==> config.mk <==
export PLATFORM = sky130hd
export DESIGN_NAME = esc_framer
export DESIGN_NICKNAME = d
export VERILOG_FILES = /design/src/rtl/esc_framer_pkg.sv /design/src/rtl/esc_framer_classify.sv /design/src/rtl/esc_framer_seq.sv /design/src/rtl/esc_framer_outsel.sv /design/src/rtl/esc_framer.sv
export SDC_FILE = /design/constraint.sdc
export NUM_CORES = 1
export LEC_CHECK = 0
export BUFFER_PORTS_ARGS = -buffer_cell sky130_fd_sc_hd__clkbuf_2
export CORE_MARGIN = 8
export CORE_UTILIZATION = 43
export DETAILED_ROUTE_END_ITERATION = 7
export GPL_TIMING_DRIVEN = 0
export PLACE_DENSITY = 0.71
export SYNTH_ARGS = -nofsm -noshare
export SYNTH_HDL_FRONTEND = slang
export SYNTH_HIERARCHICAL = 1
export SYNTH_SLANG_ARGS = --single-unit
export TNS_END_PERCENT = 100
==> constraint.sdc <==
create_clock -name clk -period 2.11 [get_ports clk]
set_input_delay 0.1055 -clock clk [delete_from_list [all_inputs] [get_ports clk]]
set_output_delay 0.1055 -clock clk [all_outputs]
set_load 0.03 [all_outputs]
==> src/rtl/esc_framer_pkg.sv <==
// Shared constants and types for the escaped packet framer.
// Assumes 8-bit physical bytes; all reserved codes live here.
package esc_framer_pkg;

    localparam int BYTE_W   = 8;
    localparam int N_PKT_CD = 4;
    localparam int N_PHY_CD = 2;

    typedef logic [BYTE_W-1:0] byte_t;

    localparam byte_t MK_SOP    = 8'h7A;
    localparam byte_t MK_EOP    = 8'h7B;
    localparam byte_t MK_CHAN   = 8'h7C;
    localparam byte_t MK_PESC   = 8'h7D;
    localparam byte_t MK_IDLE   = 8'h4A;
    localparam byte_t MK_XESC   = 8'h4D;
    localparam byte_t FOLD_MASK = 8'h20;

    localparam byte_t PKT_CODES [N_PKT_CD] = '{MK_SOP, MK_EOP, MK_CHAN, MK_PESC};
    localparam byte_t PHY_CODES [N_PHY_CD] = '{MK_IDLE, MK_XESC};

    // Slot being worked on by the sequencer
    typedef enum logic [2:0] {
        PH_WAIT,
        PH_CHMARK,
        PH_CHNUM,
        PH_CHESC,
        PH_BODY,
        PH_DESC
    } phase_e;

    // Source of the byte placed on the output this slot
    typedef enum logic [3:0] {
        SRC_IDLE,
        SRC_SOP,
        SRC_CHMARK,
        SRC_CHRAW,
        SRC_CHPFX,
        SRC_CHFOLD,
        SRC_EOP,
        SRC_DPFX,
        SRC_DRAW,
        SRC_DFOLD
    } src_e;

endpackage

==> src/rtl/esc_framer_classify.sv <==
// Decides whether a byte collides with a reserved code and, if so,
// which escape prefix it takes and what its folded form is.
// Purely combinational; no assumption on the caller.
module esc_framer_classify
    import esc_framer_pkg::*;
(
    input  byte_t byte_i,
    output logic  esc_o,
    output byte_t pfx_o,
    output byte_t fold_o
);

    logic [N_PKT_CD-1:0] pkt_hit;
    logic [N_PHY_CD-1:0] phy_hit;

    // One comparator per packet-layer reserved code
    for (genvar gi = 0; gi < N_PKT_CD; gi++) begin : g_pkt
        assign pkt_hit[gi] = (byte_i == PKT_CODES[gi]);
    end

    // One comparator per physical-layer reserved code
    for (genvar gj = 0; gj < N_PHY_CD; gj++) begin : g_phy
        assign phy_hit[gj] = (byte_i == PHY_CODES[gj]);
    end

    // Pick the prefix by class and build the folded byte
    always_comb begin
        esc_o  = (|pkt_hit) || (|phy_hit);
        pfx_o  = (|phy_hit) ? MK_XESC : MK_PESC;
        fold_o = byte_i ^ FOLD_MASK;
    end

endmodule

==> src/rtl/esc_framer_seq.sv <==
// Slot sequencer: walks header, body, escape and end-marker slots and
// advances only on a pulled slot. Assumes the source holds in_valid,
// in_data and in_last stable until in_ready.
module esc_framer_seq
    import esc_framer_pkg::*;
(
    input  logic clk,
    input  logic rst_n,
    input  logic in_valid,
    input  logic in_last,
    input  logic out_take,
    input  logic data_esc,
    input  logic chan_esc,
    output src_e src_o,
    output logic in_ready
);

    phase_e phase_q, phase_d;
    logic   eop_sent_q, eop_sent_d;

    // Next phase, output source and consume decision for this slot
    always_comb begin
        phase_d    = phase_q;
        eop_sent_d = eop_sent_q;
        src_o      = SRC_IDLE;
        in_ready   = 1'b0;
        unique case (phase_q)
            PH_WAIT: begin
                if (in_valid) begin
                    src_o = SRC_SOP;
                    if (out_take) begin
                        phase_d    = PH_CHMARK;
                        eop_sent_d = 1'b0;
                    end
                end
            end
            PH_CHMARK: begin
                src_o = SRC_CHMARK;
                if (out_take) phase_d = PH_CHNUM;
            end
            PH_CHNUM: begin
                if (chan_esc) begin
                    src_o = SRC_CHPFX;
                    if (out_take) phase_d = PH_CHESC;
                end else begin
                    src_o = SRC_CHRAW;
                    if (out_take) phase_d = PH_BODY;
                end
            end
            PH_CHESC: begin
                src_o = SRC_CHFOLD;
                if (out_take) phase_d = PH_BODY;
            end
            PH_BODY: begin
                if (!in_valid) begin
                    src_o = SRC_IDLE;
                end else if (in_last && !eop_sent_q) begin
                    src_o = SRC_EOP;
                    if (out_take) eop_sent_d = 1'b1;
                end else if (data_esc) begin
                    src_o = SRC_DPFX;
                    if (out_take) phase_d = PH_DESC;
                end else begin
                    src_o    = SRC_DRAW;
                    in_ready = out_take;
                    if (out_take && in_last) phase_d = PH_WAIT;
                end
            end
            PH_DESC: begin
                src_o    = SRC_DFOLD;
                in_ready = out_take;
                if (out_take) phase_d = in_last ? PH_WAIT : PH_BODY;
            end
            default: phase_d = PH_WAIT;
        endcase
    end

    // State update with synchronous active-low reset
    always_ff @(posedge clk) begin
        if (!rst_n) begin
            phase_q    <= PH_WAIT;
            eop_sent_q <= 1'b0;
        end else begin
            phase_q    <= phase_d;
            eop_sent_q <= eop_sent_d;
        end
    end

endmodule

==> src/rtl/esc_framer_outsel.sv <==
// Output selector: maps the sequencer's source choice onto a byte.
// Combinational; assumes the classifier outputs match the held input.
module esc_framer_outsel
    import esc_framer_pkg::*;
(
    input  src_e  src_i,
    input  byte_t data_raw,
    input  byte_t data_pfx,
    input  byte_t data_fold,
    input  byte_t chan_raw,
    input  byte_t chan_pfx,
    input  byte_t chan_fold,
    output byte_t byte_o
);

    // One byte per source, idle by default
    always_comb begin
        unique case (src_i)
            SRC_SOP:    byte_o = MK_SOP;
            SRC_CHMARK: byte_o = MK_CHAN;
            SRC_CHRAW:  byte_o = chan_raw;
            SRC_CHPFX:  byte_o = chan_pfx;
            SRC_CHFOLD: byte_o = chan_fold;
            SRC_EOP:    byte_o = MK_EOP;
            SRC_DPFX:   byte_o = data_pfx;
            SRC_DRAW:   byte_o = data_raw;
            SRC_DFOLD:  byte_o = data_fold;
            default:    byte_o = MK_IDLE;
        endcase
    end

endmodule

==> src/rtl/esc_framer.sv <==
// Top of the escaped packet framer. It presents one byte per slot to a
// pulling shifter and fills empty slots with idle. The channel number is
// a parameter (default 0) and is escaped like payload. Assumes a source
// that holds its byte until in_ready.
module esc_framer
    import esc_framer_pkg::*;
#(
    parameter logic [7:0] CHAN_ID = 8'h00
) (
    input  logic       clk,
    input  logic       rst_n,
    input  logic       in_valid,
    input  logic [7:0] in_data,
    input  logic       in_last,
    output logic       in_ready,
    input  logic       out_take,
    output logic [7:0] out_byte
);

    logic  d_esc, c_esc;
    byte_t d_pfx, d_fold, c_pfx, c_fold;
    src_e  src;

    esc_framer_classify u_cls_data (
        .byte_i (in_data),
        .esc_o  (d_esc),
        .pfx_o  (d_pfx),
        .fold_o (d_fold)
    );

    esc_framer_classify u_cls_chan (
        .byte_i (CHAN_ID),
        .esc_o  (c_esc),
        .pfx_o  (c_pfx),
        .fold_o (c_fold)
    );

    esc_framer_seq u_seq (
        .clk      (clk),
        .rst_n    (rst_n),
        .in_valid (in_valid),
        .in_last  (in_last),
        .out_take (out_take),
        .data_esc (d_esc),
        .chan_esc (c_esc),
        .src_o    (src),
        .in_ready (in_ready)
    );

    esc_framer_outsel u_sel (
        .src_i     (src),
        .data_raw  (in_data),
        .data_pfx  (d_pfx),
        .data_fold (d_fold),
        .chan_raw  (CHAN_ID),
        .chan_pfx  (c_pfx),
        .chan_fold (c_fold),
        .byte_o    (out_byte)
    );

endmodule

After elaboration in Yosys (flattened, before gate mapping):

Cells that the tools add are included.

* bits in registers: 4
* input bits: 13
* output and inout bits: 9
* logic and storage cells: 74

* eq/ne operators: 31
* mux-type cells: 29
* bitwise logic cells: 1
* reduce and logical (&&, ||, !) cells: 11

Operators with widths (count)
* $pmux W8 S9: 1
* $eq A8 B7 Y1 const B: 6
* $mux W3: 11
* $pmux W4 S6: 1
* $eq A4 B3 Y1 const B: 4
* $pmux W3 S5: 1
* $ne A2 B2 Y1 const B: 7
* $mux W4: 3
* $mux W1: 9
* $reduce_and A9 Y1: 1
* $eq A4 B2 Y1 const B: 2
* $eq A4 B4 Y1 const B: 2
* $eq A3 B2 Y1 const B: 2
* $eq A3 B3 Y1 const B: 2
* $mux W6: 1
* $reduce_and A6 Y1: 1
* $eq A4 B1 Y1 const B: 1
* $ne A2 B1 Y1 const B: 2
* $pmux W1 S2: 2
* $reduce_or A2 Y1: 2
* $reduce_or A4 Y1: 1
* $eq A3 B1 Y1 const B: 1
* $logic_not A3 Y1: 1
* $ne A3 B2 Y1 const B: 1
* 6 further kinds: 7

Longest topological paths before layout:

Gate-level depths: netlist (run 1).

* depth in word-level cells: 9
* mapped depth: 13

Cells and area by module:

Netlist (run 1), hierarchy kept.

By module, submodules not included
* esc_framer_outsel: instances 1, cells each 88, area each 571.8 um^2
* esc_framer_seq: instances 1, cells each 57, area each 395.4 um^2
* esc_framer_classify: instances 2, cells each 24, area each 171.4 um^2
* esc_framer: instances 1, cells each 1, area each 3.8 um^2

Worst setup path after synthesis (run 1):

No wires, ideal clock.

* kind: input-to-output
* start point: input port in_data[2]
* end point: output port out_byte[1]
* data arrival time: 2.543 ns
* slack: -0.538 ns
* stages on the path: 12
* path buffers: 1
* path through: or3b_1 a2111o_1 o31ai_1 inv_1 nand2_1 a31oi_1 o32ai_1 buf_2 nor2_1 o21ai_1 a2111oi_2 a31oi_1

* longest elaborated chain between the ends: 9

RTL lines
* start: declaration: RTL line esc_framer.sv:13 `input logic [7:0] in_data,`
* $eq A8 B7 Y1 (on tied branches): RTL line esc_framer_classify.sv:18, esc_framer_classify.sv:23
* $reduce_or A4 Y1 or $reduce_or A2 Y1 (tied branches): RTL line esc_framer_classify.sv:28 `esc_o = (|pkt_hit) || (|phy_hit);`
* $logic_or A1 B1 Y1 (*): RTL line esc_framer_classify.sv:28
* net d_esc: RTL line esc_framer.sv:20 `logic d_esc, c_esc;`
* $mux W4 (*): RTL line esc_framer_seq.sv:60 `end else if (data_esc) begin`
* $mux W4 (*): RTL line esc_framer_seq.sv:57 `end else if (in_last && !eop_sent_q) begin`
* $mux W4 (*): RTL line esc_framer_seq.sv:55 `if (!in_valid) begin`
* $pmux W4 S6 (*): RTL line esc_framer_seq.sv:27 `unique case (phase_q)`
* net src[1]: RTL line esc_framer.sv:22 `src_e src;`
* $eq A4 B4 Y1 (tied with other cells): RTL line esc_framer_outsel.sv:18 `unique case (src_i)`
* $pmux W8 S9 (*): RTL line esc_framer_outsel.sv:18
* end: declaration: RTL line esc_framer.sv:17 `output logic [7:0] out_byte`

The timed path passes the listed nets; every way through them passes the cells marked *.

Final worst setup path (run 1):

* start point: input port in_data[0]
* end point: output port out_byte[5]

Same word-level chain as after synthesis.

==> flow_summary_export.csv, run 1 <==
group,metric,value,unit
run_status,status,"finished, violations left",
run_status,violations,"setup timing",
synthesis,synthSimpleGateAreaFrac,0.2714,
setup_path,critPathArrivalTime,2390,ps
synthesis,seq_area_frac_synth,0.06095,
setup_path,worstSetupEndpointType,"output port",
synthesis,ys.flop_type,"dfxtp_1",
cells_and_area,nets,292,
grt,antenna_found_initial,0,
clock_network,cts_root_buffer,"clkbuf_4",
timing,hold_violations,0,
setup_path,cp-endpoint,"out_byte[5]",
clock_network,cts_tree,"built",
worst_hold_path,hp-start,"rst_n",
grt,grt_pass1_vias,1326,
clock_network,clk_path_buf_depth,2,
setup_path,reg2reg_depth,6,
floorplanning,die_area,5080,sq um
grt,grt_max_degree,11,
cells_and_area,syn_to_final_growth,64.76,%
placement,dp_hpwl,2555,microns
pwr,powerDensity,509.3,nW/um^2
timing,slew_headroom,0.6543,
floorplanning,die_h,71.28,microns
clock_network,cts_sinks,4,
synthesis,synth-adder-area-share,0,
setup_path,crit_path_max_fanout,5,
floorplanning,row_count,20,
synthesis,synth_compound_area_frac,0.2924,
synthesis,async_flop_share,0,
timing,worstMarginPinSlew,518.6,ps
route,via_per_inst,4.955,
route,wl,3885,microns
timing,post-route-period-util,1.183,
floorplanning,die_w,71.28,microns
setup_path,reg2reg_to,"u_seq/phase_q[2]$_SDFFE_PN0P_",
pwr,ir_worst_vdd,0.3839,mV
timing,slew_violations,0,
synthesis,yosysUniqueCellTypes,51,
cells_and_area,fin_util,0.7269,
grt,grt_pass1_wl,5954,microns
timing,period_minus_slack,2497,ps
clock_network,htreeDepth,1,
clock_network,clkTransAtPathRegs,40,ps
setup_path,crit_required,2000,ps
clock_network,cts_buffers,3,
placement,place.gp.congestion,0.8369,
timing,whs,147.9,ps
route,drtIter0Drc,105,
setup_path,crit_type,"primary input to output port",
route,drc,0,
timing,fin_ws,-386.8,ps
route,avgRoutedWirePerCell,12.53,microns
placement,dp_slack,-630.6,ps
timing,fin_tns_setup,-2815,ps
route,dr.pass1.iters,5,
setup_path,r2r_start,"u_seq/phase_q[0]$_SDFFE_PN0P_",
worst_hold_path,hold_path.class,"primary input to flop",
synthesis,muxShareOfSynthArea,0.1000,
synthesis,synth_top_family_by_area,"compound AO/OA/AOI/OAI gates",
floorplanning,initial_core_util,0.4412,
grt,grt_use_total,0.1398,
run,drv_cap,0,
setup_path,reg2reg_slack,730,ps
placement,portBuffers,20,
route,vias,1536,
synthesis,synthXorXnorAreaFrac,0.01333,
cells_and_area,drive_gt1_frac,0.4585,
synthesis,synth-edff-count,0,
synthesis,synthesis.instances,194,
timing,fin_worst_skew,2.999,ps
clock_network,insertion_delay,240,ps
timing,rsz0062_at_grt,"true",
floorplanning,ios,22,
setup_path,cp-startpoint,"in_data[0]",
floorplanning,fp.coreArea,2978,sq um
setup_path,critPathLaunchType,"primary input",
synthesis,syn_area,1314,sq um
timing,fmax,400.5,MHz
synthesis,yosysWarningCount,6,
synthesis,synth-seq-cells,4,
route,ant_nets,0,
pwr,leakage,0.9768,nW
cells_and_area,diodes,0,
synthesis,syn_avg_cell_area,6.772,sq um
grt,grt-ovfl-total,0,
timing,setup_violations,8,
[per-stage QoR]
stage               cell area [sq um]  total power [mW]  instances
CTS                              1983            0.9868        302
finish                           2165             1.102        310
floorplan                        1573            0.5927        232
global route                     2165             1.175        310
detailed placement               1714            0.7161        285
global placement                 1714            0.7156        285
[critical path, stage by stage]
cell      delay, ps
buf_8            90
or3b_1          370
a2111o_1        430
o31ai_4          90
inv_2            90
nand2_4          80
nand4_1         120
o21ai_2         140
buf_6           160
nor2_2           50
nand2_2         140
nor2_1           50
a221o_2         310
buf_8           140
[kinds of logic (layout without fill, tap and decap cells)]
group	Yosys count	count (layout)
buffers and inverters	50	95
muxes	12	12
xor gates and xnor gates	2	2
other	5	43
and+or+nand+nor	68	68
AOI/OAI and AO/OA	53	53
DFF	4	4
[flip-flops by register name, summed over array words and instances (netlist names)]
register	cells
u_seq/phase_q	3
u_seq/eop_sent_q	1
[final cells by class]
| type | count | area (sq um) |
|---|---|---|
| multi-input cells | 178 | 1276 |
| inverters | 10 | 41.29 |
| plain buffers | 40 | 329.1 |
| repair buffers | 42 | 374.1 |
| flip-flops and latches | 4 | 80.08 |
| well taps | 33 | 41.29 |
| fillers | 231 | 813.3 |
| clock buffers | 3 | 22.52 |
[routing by layer]
metal	track usage	part of all wire	wire length, microns	vias up
li1	-	-	-	798
met1	0.1857	0.46	1795	686
met2	0.2153	0.47	1843	47
met3	0.03347	0.058	225	5
met4	0.04157	0.0054	21	0
met5	0	0	0	-
[synthesized netlist by cell type, types with 5 or more instances]
master    instances  area share
a21oi_1           8       0.030
buf_4            28        0.16
nand3b_1          5       0.029
conb_1            5       0.014
nand2_1          17       0.049
nor2_1           15       0.043
o21ai_0          10       0.038
inv_1            10       0.029
mux2i_1           6       0.046
nor2b_1          13       0.062
a31oi_1           5       0.024
buf_2             7       0.027
[layout by cell type, fill, tap and decap left out, types with 4 or more instances in the layout]
cell,netlist,final
a21oi_1,8,7
and3_1,4,4
buf_4,28,49
buf_6,3,6
buf_8,0,8
clkbuf_2,1,10
clkbuf_4,0,4
clkbuf_8,0,4
conb_1,5,43
dfxtp_1,4,4
inv_1,10,7
mux2i_1,6,4
nand2_1,17,14
nand3_1,4,4
nand3b_1,5,5
nor2_1,15,13
nor2b_1,13,8
nor2b_2,0,4
o21ai_0,10,5
o21ai_1,4,5
[how the worst min path moves through the flow]
stage | to | slack [ps] | depth (start not counted)
2_1_floorplan | u_seq/phase_q[0]$_SDFFE_PN0P_ | 250 | 2
4_1_cts | u_seq/eop_sent_q$_SDFFE_PN0P_ | 140 | 3
6_report | u_seq/eop_sent_q$_SDFFE_PN0P_ | 150 | 3
3_3_place_gp | u_seq/eop_sent_q$_SDFFE_PN0P_ | 390 | 3
5_1_grt | u_seq/phase_q[0]$_SDFFE_PN0P_ | 150 | 3
3_5_place_dp | u_seq/eop_sent_q$_SDFFE_PN0P_ | 390 | 3
[report_power, final]
| part | leakage (nW) | switching (mW) | internal (mW) |
|---|---|---|---|
| logic | 0.930 | 0.452 | 0.469 |
| registers | 0.0327 | 0.00202 | 0.0823 |
| clock network | 0.0138 | 0.0331 | 0.0637 |
| total | 0.977 | 0.487 | 0.615 |
[timing repair]
action,in CTS,in global routing
endpoints found under the setup margin,9,9
pin swaps,13,9
hold buffers,0,0
setup buffers,14,7
resized for setup,30,38
hold endpoints to repair,0,0
gates cloned,0,1
Note: power is estimated with default switching activity, not from simulation.
==> run 2, diff against run 1 <==
--- a/config.mk
+++ b/config.mk
@@ -8,9 +8,10 @@
 export BUFFER_PORTS_ARGS = -buffer_cell sky130_fd_sc_hd__clkbuf_2
 export CORE_MARGIN = 8
 export CORE_UTILIZATION = 43
+export CTS_CLUSTER_DIAMETER = 100
 export DETAILED_ROUTE_END_ITERATION = 7
 export GPL_TIMING_DRIVEN = 0
-export PLACE_DENSITY = 0.71
+export PLACE_DENSITY = 0.63
 export SYNTH_ARGS = -nofsm -noshare
 export SYNTH_HDL_FRONTEND = slang
 export SYNTH_HIERARCHICAL = 1
==> run 2 against run 1 <==
The run still ends with setup timing left. Clock skew about the same. Cell area is 0.81% higher. First-iteration DRC count down 56%. Critical path depth shrank 1. Sequential power barely moved. Global-route usage rose by 0.68 points. Highest routed layer unchanged. Critical path type unchanged. Wire length grew 3.0%. Flip-flop and latch count did not move.
==> flow_summary_export.csv, run 2 (same netlist as run 1, synthesis figures left out) <==
group,metric,value,unit
run_status,status,"finished, violations left",
run_status,violations,"setup timing",
floorplanning,die_area,5080,sq um
route,wl,4001,microns
pwr,power_frac_seq,0.078,
route,vias,1514,
grt,grt-ovfl-total,0,
setup_path,r2r_start,"u_seq/phase_q[0]$_SDFFE_PN0P_",
clock_network,cts_hold_buf,0,
timing,setup_violations,8,
clock_network,htreeDepth,1,
timing,slew_headroom,0.6341,
setup_path,crit_type,"primary input to output port",
timing,slew_violations,0,
cells_and_area,nets,295,
setup_path,slowest_stage,"a2111o_1",
pwr,powerDensity,497.5,nW/um^2
pwr,internal_power,606.7,uW
pwr,p_total,1.086,mW
cells_and_area,most-common-layout-cells,"52 x buf_4, 43 x conb_1, 14 x nand2_1, 14 x nor2_1, 10 x clkbuf_2",
route,dr.pass1.iters,4,
clock_network,clk_path_buf_depth,2,
placement,place.gp.congestion,0.8686,
clock_network,cts_sinks,4,
grt,grt_pass1_vias,1366,
setup_path,crit_chain,"buf_8 -> or3b_1 -> a2111o_1 -> o31ai_4 -> inv_2 -> nand2_4 -> a31oi_4 -> o32ai_2 -> buf_4 -> nor2b_4 -> a222oi_1 -> o221ai_2 -> clkbuf_8",
pwr,ir_worst_vdd,0.5637,mV
pwr,leakage,0.9855,nW
setup_path,reg2reg_depth,6,
route,drtIter0Drc,46,
setup_path,worstSetupEndpointType,"output port",
setup_path,crit_path_max_fanout,4,
setup_path,reg2reg_slack,840,ps
setup_path,critPathArrivalTime,2500,ps
route,via_per_inst,4.837,
cells_and_area,syn_to_final_growth,66.10,%
floorplanning,die_w,71.28,microns
timing,period_minus_slack,2606,ps
setup_path,path_buf_inv,4,
route,ant_nets,0,
setup_path,cp-startpoint,"in_data[2]",
timing,fin_worst_skew,3.353,ps
worst_hold_path,min_to,"u_seq/phase_q[0]$_SDFFE_PN0P_",
timing,fmax,383.8,MHz
setup_path,critPathLaunchType,"primary input",
floorplanning,row_count,20,
cells_and_area,drive_gt1_frac,0.4643,
run,drv_cap,0,
timing,post-route-period-util,1.235,
pwr,power_frac_comb,0.840,
route,avgRoutedWirePerCell,12.78,microns
pwr,p_clk_frac,0.082,
floorplanning,fp.coreArea,2978,sq um
cells_and_area,diodes,0,
cells_and_area,largest_register_ffs,3,
clock_network,cts_root_buffer,"clkbuf_4",
grt,grt_use_total,0.1465,
cells_and_area,top_regs,"u_seq/phase_q (3), u_seq/eop_sent_q (1)",
worst_hold_path,hold_path.class,"primary input to flop",
timing,whs,154.4,ps
placement,portBuffers,20,
clock_network,insertion_delay,230,ps
cells_and_area,fill_cells,246,
placement,dp_slack,-641.0,ps
grt,grt_max_degree,11,
floorplanning,die_h,71.28,microns
floorplanning,ios,22,
clock_network,cts_tree,"built",
grt,grt_pass1_wl,6306,microns
timing,hold_violations,0,
cells_and_area,final_common_cell,"buf_4",
timing,fin_tns_setup,-3222,ps
setup_path,crit_family,"compound AO/OA/AOI/OAI gates",
floorplanning,initial_core_util,0.4412,
timing,fin_ws,-495.5,ps
grt,antenna_found_initial,0,
placement,dp_hpwl,2687,microns
route,drc,0,
timing,rsz0062_at_grt,"true",
pwr,p_sw,478.8,uW
worst_hold_path,hp-start,"rst_n",
timing,worstMarginPinSlew,548.9,ps
setup_path,reg2reg_to,"u_seq/phase_q[2]$_SDFFE_PN0P_",
clock_network,clkTransAtPathRegs,40,ps
setup_path,crit_required,2000,ps
cells_and_area,fin_util,0.7328,
pwr,p_sw_frac,0.4411,
cells_and_area,regMostFlops,"u_seq/phase_q",
worst_hold_path,hold_depth,3,
clock_network,cts_buffers,3,
setup_path,max_stage_delay,430,ps
==> run 2: layout make-up <==
| cell class | count | area, sq um | area share |
|---|---|---|---|
| Tap cell | 33 | 41.29 | 0.01892 |
| Multi-Input combinational cell | 178 | 1276 | 0.5849 |
| Buffer | 39 | 317.8 | 0.1456 |
| Inverter | 10 | 41.29 | 0.01892 |
| Sequential cell | 4 | 80.08 | 0.03670 |
| Clock buffer | 3 | 22.52 | 0.01032 |
| Timing Repair Buffer | 46 | 402.9 | 0.1846 |
==> run 2: layer usage <==
metal  wire [microns]  GRT usage  vias up
met4               17    0.01617        0
met1             1767     0.1798      680
met3              125    0.01953        4
met5                0          0        -
met2             2091     0.2684       31
li1                 -          -      799
==> run 2: worst max path at each step <==
stage / to / slack, ps / cells after the start
finish: out_byte[4] / -500 / 13
global route: out_byte[4] / -580 / 13
CTS: out_byte[4] / -500 / 13
detailed placement: out_byte[4] / -640 / 13
global placement: out_byte[4] / -650 / 13
floorplan: out_byte[1] / -190 / 12
==> run 2: worst register-to-register path, cell delays in order (launching register included) <==
cell	delay, ps
dfxtp_1	290
clkbuf_4	210
clkinvlp_4	110
buf_4	150
mux2i_1	110
a32oi_1	200
o31ai_2	70
==> run 2: power by group through the flow <==
| stage | Clock, mW | Sequential [mW] | Combinational, mW |
|---|---|---|---|
| finish | 0.0891 | 0.0842 | 0.912 |
| detailed placement | 0 | 0.0853 | 0.641 |
| global placement | 0 | 0.0852 | 0.640 |
| global route | 0.0995 | 0.0847 | 0.974 |
| CTS | 0.0929 | 0.0842 | 0.826 |
| floorplan | 0 | 0.0848 | 0.508 |
==> run 2: repair_timing <==
action,4_1_cts,5_1_grt
setup buffers,15,11
pin swaps,14,11
setup endpoints to repair,8,9
gates resized for setup,41,19
gates cloned,0,0
==> run 2: per-stage QoR <==
| step | instances | cell area [sq um] |
|---|---|---|
| global route | 313 | 2182 |
| floorplan | 232 | 1573 |
| finish | 313 | 2182 |
| CTS | 303 | 2027 |
| global placement | 285 | 1714 |
| detailed placement | 285 | 1714 |
